--- src/rtl/xfer_pkg.sv ---
package xfer_pkg;
  localparam int unsigned NUM_REGS = 3;
  localparam int unsigned NUM_SRC  = NUM_REGS + 1;
  localparam int unsigned SEL_W    = $clog2(NUM_SRC);

  typedef enum logic [SEL_W-1:0] {
    SRC_R0  = 2'd0,
    SRC_R1  = 2'd1,
    SRC_R2  = 2'd2,
    SRC_EXT = 2'd3
  } bus_src_e;
endpackage

--- src/rtl/xfer_bus_mux.sv ---
module xfer_bus_mux #(
  parameter int unsigned WIDTH   = 8,
  parameter int unsigned NUM_SRC = 4,
  localparam int unsigned SEL_W  = $clog2(NUM_SRC)
) (
  input  logic [NUM_SRC-1:0][WIDTH-1:0] src_i,
  input  logic [SEL_W-1:0]              sel_i,
  output logic [WIDTH-1:0]              bus_o
);
  // AND-OR select: one-hot decode, then OR of gated sources
  logic [NUM_SRC-1:0] hot;
  always_comb begin
    for (int i = 0; i < NUM_SRC; i++) hot[i] = (sel_i == SEL_W'(i));
  end

  always_comb begin
    bus_o = '0;
    for (int i = 0; i < NUM_SRC; i++) bus_o |= src_i[i] & {WIDTH{hot[i]}};
  end
endmodule

--- src/rtl/xfer_reg.sv ---
module xfer_reg #(
  parameter int unsigned WIDTH = 8
) (
  input  logic             clk_i,
  input  logic             rst_ni,
  input  logic             load_i,
  input  logic [WIDTH-1:0] d_i,
  output logic [WIDTH-1:0] q_o
);
  // free-running clock, load steers feedback
  always_ff @(posedge clk_i or negedge rst_ni) begin
    if (!rst_ni)     q_o <= '0;
    else if (load_i) q_o <= d_i;
  end
endmodule

--- src/rtl/shared_bus_xfer.sv ---
module shared_bus_xfer #(
  parameter int unsigned WIDTH = 8
) (
  input  logic                     clk_i,
  input  logic                     rst_ni,
  input  logic [1:0]               sel_i,
  input  logic [2:0]               load_i,
  input  logic [WIDTH-1:0]         ext_data_i,
  output logic [WIDTH-1:0]         bus_o,
  output logic [WIDTH-1:0]         r0_o,
  output logic [WIDTH-1:0]         r1_o,
  output logic [WIDTH-1:0]         r2_o
);
  import xfer_pkg::*;

  logic [NUM_REGS-1:0][WIDTH-1:0] reg_q;
  logic [NUM_SRC-1:0][WIDTH-1:0]  src;
  logic [WIDTH-1:0]               bus;

  for (genvar k = 0; k < NUM_REGS; k++) begin : g_reg
    xfer_reg #(.WIDTH(WIDTH)) u_reg (
      .clk_i  (clk_i),
      .rst_ni (rst_ni),
      .load_i (load_i[k]),
      .d_i    (bus),
      .q_o    (reg_q[k])
    );
    assign src[k] = reg_q[k];
  end
  assign src[SRC_EXT] = ext_data_i;

  xfer_bus_mux #(.WIDTH(WIDTH), .NUM_SRC(NUM_SRC)) u_mux (
    .src_i (src),
    .sel_i (sel_i),
    .bus_o (bus)
  );

  assign bus_o = bus;
  assign r0_o  = reg_q[0];
  assign r1_o  = reg_q[1];
  assign r2_o  = reg_q[2];
endmodule

--- config.mk ---
export PLATFORM = sky130hd
export DESIGN_NAME = shared_bus_xfer
export DESIGN_NICKNAME = d
export VERILOG_FILES = /design/src/rtl/xfer_pkg.sv /design/src/rtl/xfer_bus_mux.sv /design/src/rtl/xfer_reg.sv /design/src/rtl/shared_bus_xfer.sv
export SDC_FILE = /design/constraint.sdc
export NUM_CORES = 1
export LEC_CHECK = 0
export BUFFER_PORTS_ARGS = -buffer_cell sky130_fd_sc_hd__buf_2
export CAP_MARGIN = 20
export CORE_MARGIN = 2
export CORE_UTILIZATION = 46
export CTS_CLUSTER_SIZE = 40
export DETAILED_ROUTE_END_ITERATION = 8
export PLACE_DENSITY = 0.78
export SLEW_MARGIN = 20
export SYNTH_ARGS = -nofsm -noshare
export SYNTH_HDL_FRONTEND = slang
export SYNTH_SLANG_ARGS = --single-unit
export TNS_END_PERCENT = 1
--- constraint.sdc ---
create_clock -name clk_i -period 0.89 [get_ports clk_i]
set_input_delay 0.1335 -clock clk_i [delete_from_list [all_inputs] [get_ports clk_i]]
set_output_delay 0.1335 -clock clk_i [all_outputs]
set_load 0.03 [all_outputs]
==> impl_metrics.tcl <==
set metrics [dict create \
    nNetsFinal 266 \
    timing.setup.tns_ps -17920 \
    relSlewSlack_pct 62.13 \
    worst_r2r_path_depth 5 \
    hold_path_class "primary input to asynchronous set/reset pin" \
    drive_gt1_share_pct 72.80 \
    drc_errors 0 \
    violations "negative setup slack" \
    ff2ff_setup_slack_ps -460 \
    arrival_ps 1430 \
    port_buffers 46 \
    p_leak_nw 1.184 \
    crit_path_max_fanout 2 \
    fp.coreArea_sq_um 3284 \
    die_h_microns 62.10 \
    syn-num-nets 180 \
    crit_path_start_kind "flop" \
    fp.dieArea_sq_um 3856 \
    reg_top3 "g.u_reg.q_o (24)" \
    clock_latency_ps 320 \
    final_cell_area_sq_um 3014 \
    fp.dieW_microns 62.10 \
    status "finished, violations left" \
    finalSetupViolCount 56 \
    clockPowerShare_pct 10.4 \
    grt_max_degree 25 \
    hpwl_microns 3618 \
    end_kind "output pin" \
    synth_area_sq_um 1553 \
    ant_nets 0 \
    vias_per_cell 6.815 \
    synthToLayoutAreaGrowth_pct 94.12 \
    placedCellCount 285 \
    vdd_drop_max_v 0.001774 \
    dr.pass1.iters 5 \
    seq_area_frac_synth_pct 38.68 \
    slew_violations 0 \
    clk_path_buf_depth 2 \
    max_freq_mhz 639.1 \
    vias 2024 \
    placed_area_sq_um 2392 \
    internal-power_mw 3.399 \
    layout_common_cells "60 x buf_6, 24 x dfrtp_2, 17 x nand2b_1, 17 x buf_4, 14 x buf_2" \
    routed_wl_microns 8328 \
    maxCapViolations 0 \
    hold_viol 0 \
    timing.final.crit_period_ps 1565 \
    worst_pin_slew_ps 565.5 \
    drt_iter0_markers 224 \
    swShare_pct 43.92 \
    rows 21 \
    r2r_end "g_reg[0].u_reg.q_o[1]" \
    synth-seq-cells 24 \
    numCtsBuffers 3 \
    fin_ws_ps -674.7 \
    synth_cells 165 \
    grt_pass1_vias 1970 \
    ctsHtreeMaxLevel 1 \
    synth_cell_types 20 \
    antenna_found_initial 1 \
    synth.avg_cell_area_sq_um 9.411 \
    crit_path_cell_trace "mux2_4, nor2_4, a21oi_4, buf_6" \
    yosysWarningCount 0 \
    initial_utilization_pct 47.28 \
    rsz0062_at_grt "yes" \
    grt_pass1_wl_microns 10810 \
    fin_skew_ps 10.59 \
    fin_cells 297 \
    power_density_nw_per_um2 2011 \
    cp_slowest_cell "dfrtp_2" \
    gp_congestion 0.7742 \
    critPathMaxStageDelay_ps 470 \
    grtUsageTotal_pct 35.79 \
    tritoncts_num_sinks 24 \
    cts_tree "yes" \
    p_sw_mw 2.661 \
    rr_startpoint "g_reg[0].u_reg.q_o[1]" \
    p_comb_share_pct 62.8 \
    regMostFlops "g.u_reg.q_o" \
    fin_crit_sh_pct 175.8 \
    clock-root-buffer "clkbuf_4" \
    required_ps 760 \
    grt.overflow.total 0 \
    ios 47 \
    total_power_mw 6.060 \
    worstSetupPathType "flop to output pin" \
    largest_reg_flops 24 \
    post_drt_wl_per_cell_microns 28.04 \
    seq_power_share_pct 26.8 \
    clk_pin_slew_worst_paths_ps 160 \
    final_common_cell "buf_6" \
]
[critical path, delay by kind of cell, from the launching register on]
family	cells	cell delay [ps]
simple gates	1	120
compound gates	1	50
flops	1	470
buf+inv	1	140
mux	1	320
[per-layer routing]
layer | wire (microns) | share of wire [%] | up-vias | track usage, %
li1 | - | - | 803 | -
met1 | 3021 | 36 | 985 | 47.05
met2 | 3908 | 47 | 182 | 59.92
met3 | 879 | 11 | 54 | 5.435
met4 | 519 | 6.2 | 0 | 13.61
met5 | 0 | 0 | - | 0
[stage by stage]
stage | util [%] | hold slack (ps) | setup WS, ps
global route | 91.77 | 257.0 | -697.0
floorplan | - | -162.1 | -180.9
finish | 91.77 | 262.3 | -674.7
global placement | 72.84 | 83.06 | -438.0
CTS | 87.54 | 209.2 | -585.4
detailed placement | 72.84 | 86.61 | -513.1
[synthesized netlist by cell type]
master	instances	share of area, %
nand2_1	2	0.48
buf_6	1	0.73
buf_8	1	0.97
buf_4	3	1.5
a31oi_1	8	3.2
o22ai_1	8	3.2
nor2_1	8	1.9
mux2_2	8	5.8
clkbuf_2	2	0.64
mux2i_1	8	5.2
nand3b_1	8	3.9
clkbuf_1	6	1.5
nand2b_1	17	6.8
nor2b_1	9	3.6
o21ai_0	8	2.6
o221ai_1	16	9.0
a22oi_1	8	3.9
dfrtp_1	24	39
buf_2	4	1.3
a21oi_1	16	5.2
[final cells by class]
class	instances	area, sq um
diodes	1	2.502
clock buffers	4	36.28
fillers	115	270.3
multi-input cells	124	1284
flip-flops and latches	24	630.6
well taps	46	57.56
repair buffers	98	1003
[cells by family (layout without fill, tap and decap cells)]
| family | Yosys count | after routing | synth area share [%] |
|---|---|---|---|
| DFF | 24 | 24 | 38.68 |
| AOI/OAI and AO/OA | 64 | 64 | 27.08 |
| muxes | 16 | 16 | 10.96 |
| and+or+nand+nor | 44 | 44 | 16.76 |
| buffers and inverters | 17 | 102 | 6.527 |
| other | 0 | 1 | 0 |
[how the worst max path moves through the flow]
stage,from,endpoint,cells past startpoint
4_1_cts,g_reg[0].u_reg.q_o[4],bus_o[4],4
3_5_place_dp,sel_i[1],g_reg[2].u_reg.q_o[5],5
3_3_place_gp,sel_i[1],g_reg[2].u_reg.q_o[1],5
5_1_grt,g_reg[0].u_reg.q_o[5],bus_o[5],4
2_1_floorplan,g_reg[0].u_reg.q_o[6],bus_o[6],3
6_report,g_reg[0].u_reg.q_o[5],bus_o[5],4
[power groups by stage]
| stage | combinational, mW | sequential (mW) | clock, mW |
|---|---|---|---|
| finish | 3.81 | 1.62 | 0.631 |
| global route | 3.91 | 1.63 | 0.673 |
| CTS | 3.32 | 1.54 | 0.598 |
| detailed placement | 2.59 | 1.51 | 0 |
| global placement | 2.48 | 1.49 | 0 |
| floorplan | 1.10 | 2.04 | 0 |
[repair_timing]
action	in CTS	in global routing
hold buffers	1	0
setup buffers	4	2
endpoints found under the hold margin	24	0
pin swaps	22	5
gates resized for setup	104	23
setup endpoints to repair	56	56
gates cloned	0	0
Power figures use the tool's default switching activity.
